===== src/rtl/iso_dma_pkg.sv =====
// Shared types for the isochronous IN DMA request generator.
package iso_dma_pkg;
    // Arming state of one channel within the current frame.
    typedef enum logic [1:0] {
        ARM_OFF   = 2'd0,   // channel disabled
        ARM_WAIT  = 2'd1,   // enabled, waiting for empty buffer or SOF
        ARM_FRAME = 2'd2    // request window open for this frame
    } arm_state_e;
endpackage


===== src/rtl/iso_size_guard.sv =====
// Compares the programmed per-frame size against the buffer capacity.
// Assumes both values are unsigned byte counts of the same width.
module iso_size_guard #(
    parameter int CNT_W = 11
) (
    input  logic [CNT_W-1:0] size,
    input  logic [CNT_W-1:0] limit,
    output logic             too_big
);
    // Flag a size that would overrun the endpoint buffer.
    always_comb begin
        too_big = (size > limit);
    end
endmodule


===== src/rtl/iso_arm_fsm.sv =====
// Tracks whether the channel's request window is open for this frame.
// The window opens on the first empty buffer after enable, or on any SOF.
// Assumes sof is a single-cycle pulse in the clk domain.
module iso_arm_fsm
    import iso_dma_pkg::*;
(
    input  logic clk,
    input  logic rst_n,
    input  logic enable,
    input  logic buf_empty,
    input  logic sof,
    output logic frame_start,
    output logic frame_active
);
    arm_state_e state_q, state_d;

    // Open a new frame window on SOF, or on the first empty buffer before one is open.
    always_comb begin
        frame_start = enable & (sof | ((state_q != ARM_FRAME) & buf_empty));
    end

    // Next-state selection.
    always_comb begin
        if (!enable)                    state_d = ARM_OFF;
        else if (frame_start)           state_d = ARM_FRAME;
        else if (state_q == ARM_FRAME)  state_d = ARM_FRAME;
        else                            state_d = ARM_WAIT;
    end

    // State register with synchronous reset.
    always_ff @(posedge clk) begin
        if (!rst_n) state_q <= ARM_OFF;
        else        state_q <= state_d;
    end

    // Window output for the request logic.
    always_comb begin
        frame_active = (state_q == ARM_FRAME);
    end


    disabled_off_chk: assert property (@(posedge clk) disable iff (!rst_n)
        !enable |=> (state_q == ARM_OFF));


    sof_rearm_chk: assert property (@(posedge clk) disable iff (!rst_n)
        (enable && sof) |=> (state_q == ARM_FRAME));


    wait_hold_chk: assert property (@(posedge clk) disable iff (!rst_n)
        (enable && (state_q != ARM_FRAME) && !buf_empty && !sof) |=> (state_q != ARM_FRAME));
endmodule


===== src/rtl/iso_byte_counter.sv =====
// Per-frame byte counter. A clear wins over an increment in the same cycle.
// Assumes the caller never increments past the programmed size.
module iso_byte_counter #(
    parameter int CNT_W = 11
) (
    input  logic             clk,
    input  logic             rst_n,
    input  logic             clear,
    input  logic             inc,
    output logic [CNT_W-1:0] cnt
);
    logic [CNT_W-1:0] cnt_q;

    // Count accepted DMA writes, restarting on clear.
    always_ff @(posedge clk) begin
        if (!rst_n)     cnt_q <= '0;
        else if (clear) cnt_q <= '0;
        else if (inc)   cnt_q <= cnt_q + 1'b1;
    end

    assign cnt = cnt_q;


    count_step_chk: assert property (@(posedge clk) disable iff (!rst_n)
        (inc && !clear) |=> (cnt_q == $past(cnt_q) + 1'b1));


    count_clear_chk: assert property (@(posedge clk) disable iff (!rst_n)
        clear |=> (cnt_q == '0));
endmodule


===== src/rtl/iso_in_dma_req.sv =====
// Isochronous IN DMA request generator for one device-controller channel.
// Raises dma_req once per frame until ctl_size bytes have been written.
// Assumes ctl_size and buf_size are held steady while the channel is enabled.
module iso_in_dma_req #(
    parameter int CNT_W = 11,
    parameter int EP_W  = 4
) (
    input  logic             clk,
    input  logic             rst_n,
    input  logic [EP_W-1:0]  cfg_ep,
    input  logic             ctl_start,
    input  logic [CNT_W-1:0] ctl_size,
    input  logic [CNT_W-1:0] buf_size,
    input  logic             buf_empty,
    input  logic             sof,
    input  logic             dma_wr,
    output logic             dma_req,
    output logic             size_err
);
    logic             enable;
    logic             too_big;
    logic             frame_start;
    logic             frame_active;
    logic             cnt_clear;
    logic             cnt_inc;
    logic [CNT_W-1:0] byte_cnt;

    // Channel runs only when started and bound to a real endpoint.
    always_comb begin
        enable = ctl_start & (cfg_ep != '0);
    end

    iso_size_guard #(.CNT_W(CNT_W)) u_guard (
        .size    (ctl_size),
        .limit   (buf_size),
        .too_big (too_big)
    );

    iso_arm_fsm u_arm (
        .clk          (clk),
        .rst_n        (rst_n),
        .enable       (enable),
        .buf_empty    (buf_empty),
        .sof          (sof),
        .frame_start  (frame_start),
        .frame_active (frame_active)
    );

    // Restart the count on disable or a new frame; count accepted strobes.
    always_comb begin
        cnt_clear = ~enable | frame_start;
        cnt_inc   = dma_req & dma_wr;
    end

    iso_byte_counter #(.CNT_W(CNT_W)) u_cnt (
        .clk   (clk),
        .rst_n (rst_n),
        .clear (cnt_clear),
        .inc   (cnt_inc),
        .cnt   (byte_cnt)
    );

    // Request while the frame window is open and bytes remain.
    always_comb begin
        size_err = enable & too_big;
        dma_req  = frame_active & enable & ~too_big & (byte_cnt != ctl_size);
    end


    cnt_bound_chk: assert property (@(posedge clk) disable iff (!rst_n)
        (enable && !size_err) |-> (byte_cnt <= ctl_size));


    err_no_count_chk: assert property (@(posedge clk) disable iff (!rst_n)
        (size_err && !frame_start) |=> $stable(byte_cnt));
endmodule


===== config.mk =====
export PLATFORM = sky130hd
export DESIGN_NAME = iso_in_dma_req
export DESIGN_NICKNAME = d
export VERILOG_FILES = /design/src/rtl/iso_dma_pkg.sv /design/src/rtl/iso_size_guard.sv /design/src/rtl/iso_arm_fsm.sv /design/src/rtl/iso_byte_counter.sv /design/src/rtl/iso_in_dma_req.sv
export SDC_FILE = /design/constraint.sdc
export NUM_CORES = 1
export LEC_CHECK = 0
export ABC_AREA = 1
export BUFFER_PORTS_ARGS = -buffer_cell sky130_fd_sc_hd__buf_4
export CAP_MARGIN = 25
export CORE_ASPECT_RATIO = 0.9
export CORE_UTILIZATION = 58
export CTS_BUF_LIST = sky130_fd_sc_hd__clkbuf_16
export CTS_CLUSTER_SIZE = 20
export DETAILED_ROUTE_END_ITERATION = 7
export GPL_TIMING_DRIVEN = 0
export PLACE_DENSITY = 0.85
export SYNTH_ARGS = -nofsm -noshare
export SYNTH_HDL_FRONTEND = slang
export SYNTH_SLANG_ARGS = --single-unit

===== constraint.sdc =====
create_clock -name clk -period 4.1 [get_ports clk]
set_input_delay 0.615 -clock clk [delete_from_list [all_inputs] [get_ports clk]]
set_output_delay 0.615 -clock clk [all_outputs]
set_load 0.03 [all_outputs]

# Word level (Yosys, flattened, before mapping)
# Cells that the tools add are included.
# word_totals
regBits	13
latchBits	0
mem_bits_rw	0
rom_bits	0
inputBits	32
out_inout_bits	2
word_cells	27
n_memories	0
# classes
addsub	1
n_mul	0
n_div	0
n_lt_le_gt_ge	1
eq_ne	3
shifts	0
n_mux	2
bitwise	13
reduce_logical	4
# op_table
operator	count
adder 11 x 1 -> 11 bit (second input constant)	1
greater-than comparator 11 bit	1
!= test 11 bit	1
AND 1 bit	8
2-to-1 mux 2 bit	2
nonzero test 4 bit	1
inverter 1 bit	3
OR reduction 3 bit	1
== test 2 bit (second input constant)	1
!= test 2 bit (second input constant)	1
OR 1 bit	2
AND reduction 2 bit	1
OR reduction 2 bit	1

# Depth between registers and ports, before layout
# logic_depth
ltp_word	6
depth_mapped	13
depth_no_buf	13

# Modules after synthesis
# Synthesis repeated with hierarchy kept, for this count alone.
# hier_totals
hier_cells	196
hier_area_um2	1174.9
# modules_own_cells
mod	instances	cells_per_inst	area_each_um2	seq_area_each_um2
iso_byte_counter	1	76	529.3	220.2
iso_size_guard	1	56	322.8	0.0
iso_in_dma_req	1	50	231.5	0.0
iso_arm_fsm	1	14	91.3	40.0

# Worst setup path after synthesis
# OpenSTA, ideal clock, no wires.
# synth_path
path_type	input to output
start	input port buf_size[10]
end	output port size_err
t_arrival_ns	1.921
t_required_ns	3.485
slack_ns	1.564
stages	9
cell_sequence	inv_1 ha_1 nand2_1 nor2_2 nand3_1 nand3_2 nand2_4 buf_6 nor2_1
# synth_between
elab_chain_len	2
# synth_lines
item	line_no	text
start: declaration	iso_in_dma_req.sv:13	input logic [CNT_W-1:0] buf_size,
greater-than comparator 11 bit	iso_size_guard.sv:12	too_big = (size > limit);
AND 1 bit	iso_in_dma_req.sv:65	size_err = enable & too_big;
end: declaration	iso_in_dma_req.sv:18	output logic size_err
# Every way passes these cells.

# Worst setup path after layout
# layout_path
start	input port ctl_size[10]
end	output port dma_req
# layout_between
elab_chain_len	4
# layout_lines
item	line_no	text
start: declaration	iso_in_dma_req.sv:12	input logic [CNT_W-1:0] ctl_size,
greater-than comparator 11 bit	iso_size_guard.sv:12	
inverter 1 bit	iso_in_dma_req.sv:66	dma_req = frame_active & enable & ~too_big & (byte_cnt != ctl_size);
AND 1 bit	iso_in_dma_req.sv:66	
AND 1 bit *	iso_in_dma_req.sv:66	
end: declaration	iso_in_dma_req.sv:17	output logic dma_req,
# Every way passes the cells marked *; elsewhere a longest branch is shown, timed or not.

==> reports/metrics.yaml <==
drtPass1Iterations: 4
period_needed_ns: 2.66
cts_tree: "built"
final_core_util: 0.802
ctsResizeCount: 0
rsz0062_at_grt: "false"
die_y_microns: 49.5
vias: 1506
drive_gt1_frac: 0.245
worstSkewPairLatency_ns: 0.24
arrival_ns: 2.05
min_delay_worst_endpoint: "u_arm.state_q[0]"
hold_depth: 3
worst_setup_path_end_kind: "primary output"
grt_overflow: 0
row_count: 16
cp_max_fo: 10
ctsHoldBuffers: 0
path_cells: "buf_4, ha_1, nand2_1, a21oi_1, nor2_1, nand3_2, nand2_4, buf_6, nand2_1, inv_1, buf_4"
maxCapViolations: 0
cts_sinks: 13
hold_start: "u_arm.state_q[1]"
dpl.hpwl_microns: 2600
nFillCells: 180
yosys_warnings: 0
skew_ns: 0.00284
syn-num-nets: 281
cp_slowest_cell: "ha_1"
area_delta_synth_final_pct: 24.9
grt_first_pass_wirelength_microns: 5320
first_global_vias: 1387
globalplace.congestion: 0.818
worst_pin_slew_ns: 0.281
htreeDepth: 1
leakage_nw: 0.948
hold_violations: 0
yosysUniqueCellTypes: 27
core_area_sq_um: 2260
worstHoldPathType: "reg -> reg"
cpPeakStageDelay_ns: 0.30
regToRegStartpoint: "u_cnt.cnt[0]"
drc: 0
postCtsSetupBuffers: 0
ant_nets: 0
timing.final.crit_share: 0.649
initial_utilization: 0.642
ios: 34
ir_drop_mv: 0.329
dieArea_sq_um: 2710
grt_max_degree: 11
cts_buffers: 3
setup_slack_ns: 1.44
n_antenna_cell: 0
postSynthAreaPerCell_sq_um: 6.13
slew_viol_final: 0
synthCells: 237
path_clk_slew_ns: 0.05
syn_area_sq_um: 1450
wirelength_microns: 3070
nets: 319
max_freq_mhz: 376
final-setup-viol-count: 0
cts_root_buf: "clkbuf_16"
io_buffers: 33
grt_use_total: 0.266
powerDensity_nw_per_um2: 229
die_w_microns: 54.8
status: "finished clean"
dp_slack_ns: 1.44
r2r_setup_slack_ns: 2.63
worstPathRequired_ns: 3.48
relSlewSlack: 0.811
path_class: "in -> out"
wire_per_inst_microns: 10.2
finalSetupTns_ns: 0
viasPerCell: 5.00
cts_buffer_depth: 2
ys_seq_area_frac: 0.179
antenna_found_initial: 0
drt-initial-drc-count: 33
r2r_end: "u_cnt.cnt[10]"
ys_ff_latch: 13
rr_worst_depth: 7
critPathLaunchType: "input pin"
logic make-up after synthesis:
logic type | Yosys count | share of synthesized area
and+or+nand+nor | 143 | 0.490
buffers and inverters | 56 | 0.157
adders and majority gates | 12 | 0.103
xor gates and xnor gates | 7 | 0.0422
AOI/OAI and AO/OA | 6 | 0.0284
DFF | 13 | 0.179
state kept, by name, indices dropped and copies added (netlist names):
register	count
u_arm.state_q	2
u_cnt.cnt	11
final cells by class:
class,count,area (sq um),area share
well taps,27,33.8,0.0186
clock buffers,3,75.1,0.0414
repair buffers,33,248,0.137
clock inverters,1,5.00,0.00276
flip-flops and latches,13,260,0.143
plain buffers,2,22.5,0.0124
multi-input cells,168,965,0.532
inverters,54,205,0.113
worst max path at each step:
stage	to	slack, ns	from
after floorplan	size_err	1.56	buf_size[10]
after global placement	dma_req	1.46	ctl_size[10]
after detailed placement	dma_req	1.44	ctl_size[10]
after CTS	dma_req	1.43	ctl_size[10]
after global routing	dma_req	1.31	ctl_size[10]
final	dma_req	1.44	ctl_size[10]
worst max-delay path, delay by kind of cell:
family	cells	cell delay, ns
buffers and inverters	4	0.49
AND/OR/NAND/NOR	5	0.60
AO/OA/AOI/OAI	1	0.05
adder cells (fa/ha/maj)	1	0.30
Yosys cell counts:
master / number / area share
clkinv_1: 1 / 0.0026
a21oi_1: 5 / 0.017
nor3_2: 1 / 0.0069
nor3_4: 1 / 0.011
nor2_1: 24 / 0.062
nand2_2: 2 / 0.0086
inv_1: 44 / 0.11
nand4_1: 18 / 0.078
xnor2_1: 6 / 0.036
nor2_4: 2 / 0.016
inv_2: 8 / 0.021
nor3_1: 1 / 0.0034
nor2_8: 1 / 0.014
inv_4: 1 / 0.0043
nand2_1: 78 / 0.20
nor2_2: 6 / 0.026
ha_1: 12 / 0.10
nor4_2: 1 / 0.0086
nand4_4: 1 / 0.015
nand3_1: 4 / 0.014
a21oi_4: 1 / 0.011
nand3_4: 1 / 0.012
buf_6: 2 / 0.016
dfxtp_1: 13 / 0.18
nand2_4: 1 / 0.0078
nand3_2: 1 / 0.0069
xor2_1: 1 / 0.0060
power by group:
part	internal, W	switching (W)	leakage, nW
Combinational	0.0000460	0.0000544	0.803
Clock	0.000130	0.0000574	0.0409
Sequential	0.000128	0.000000543	0.105
layout by cell type (no fill, tap or decap), drive strengths merged:
master  instances
a21oi           6
nor4            1
nand4          19
buf            35
nand2          81
inv            53
clkbuf          3
ha             12
clkinv          2
xor2            1
nand3           6
nor3            3
dfxtp          13
xnor2           6
nor2           33
layer usage:
metal	vias up	global-route usage	share of wire
li1	807	-	-
met4	0	0.0641	0.0088
met5	-	0	0
met3	8	0.0772	0.063
met2	39	0.462	0.49
met1	652	0.307	0.44
through the flow:
step | hold slack, ns | cells | total power (W) | area, sq um
floorplan | 0.489 | 237 | 0.000191 | 1450
global placement | 0.514 | 297 | 0.000229 | 1730
detailed placement | 0.554 | 297 | 0.000231 | 1730
CTS | 0.564 | 301 | 0.000419 | 1810
global route | 0.596 | 301 | 0.000439 | 1810
finish | 0.550 | 301 | 0.000416 | 1810
(Power assumes the default switching activity.)
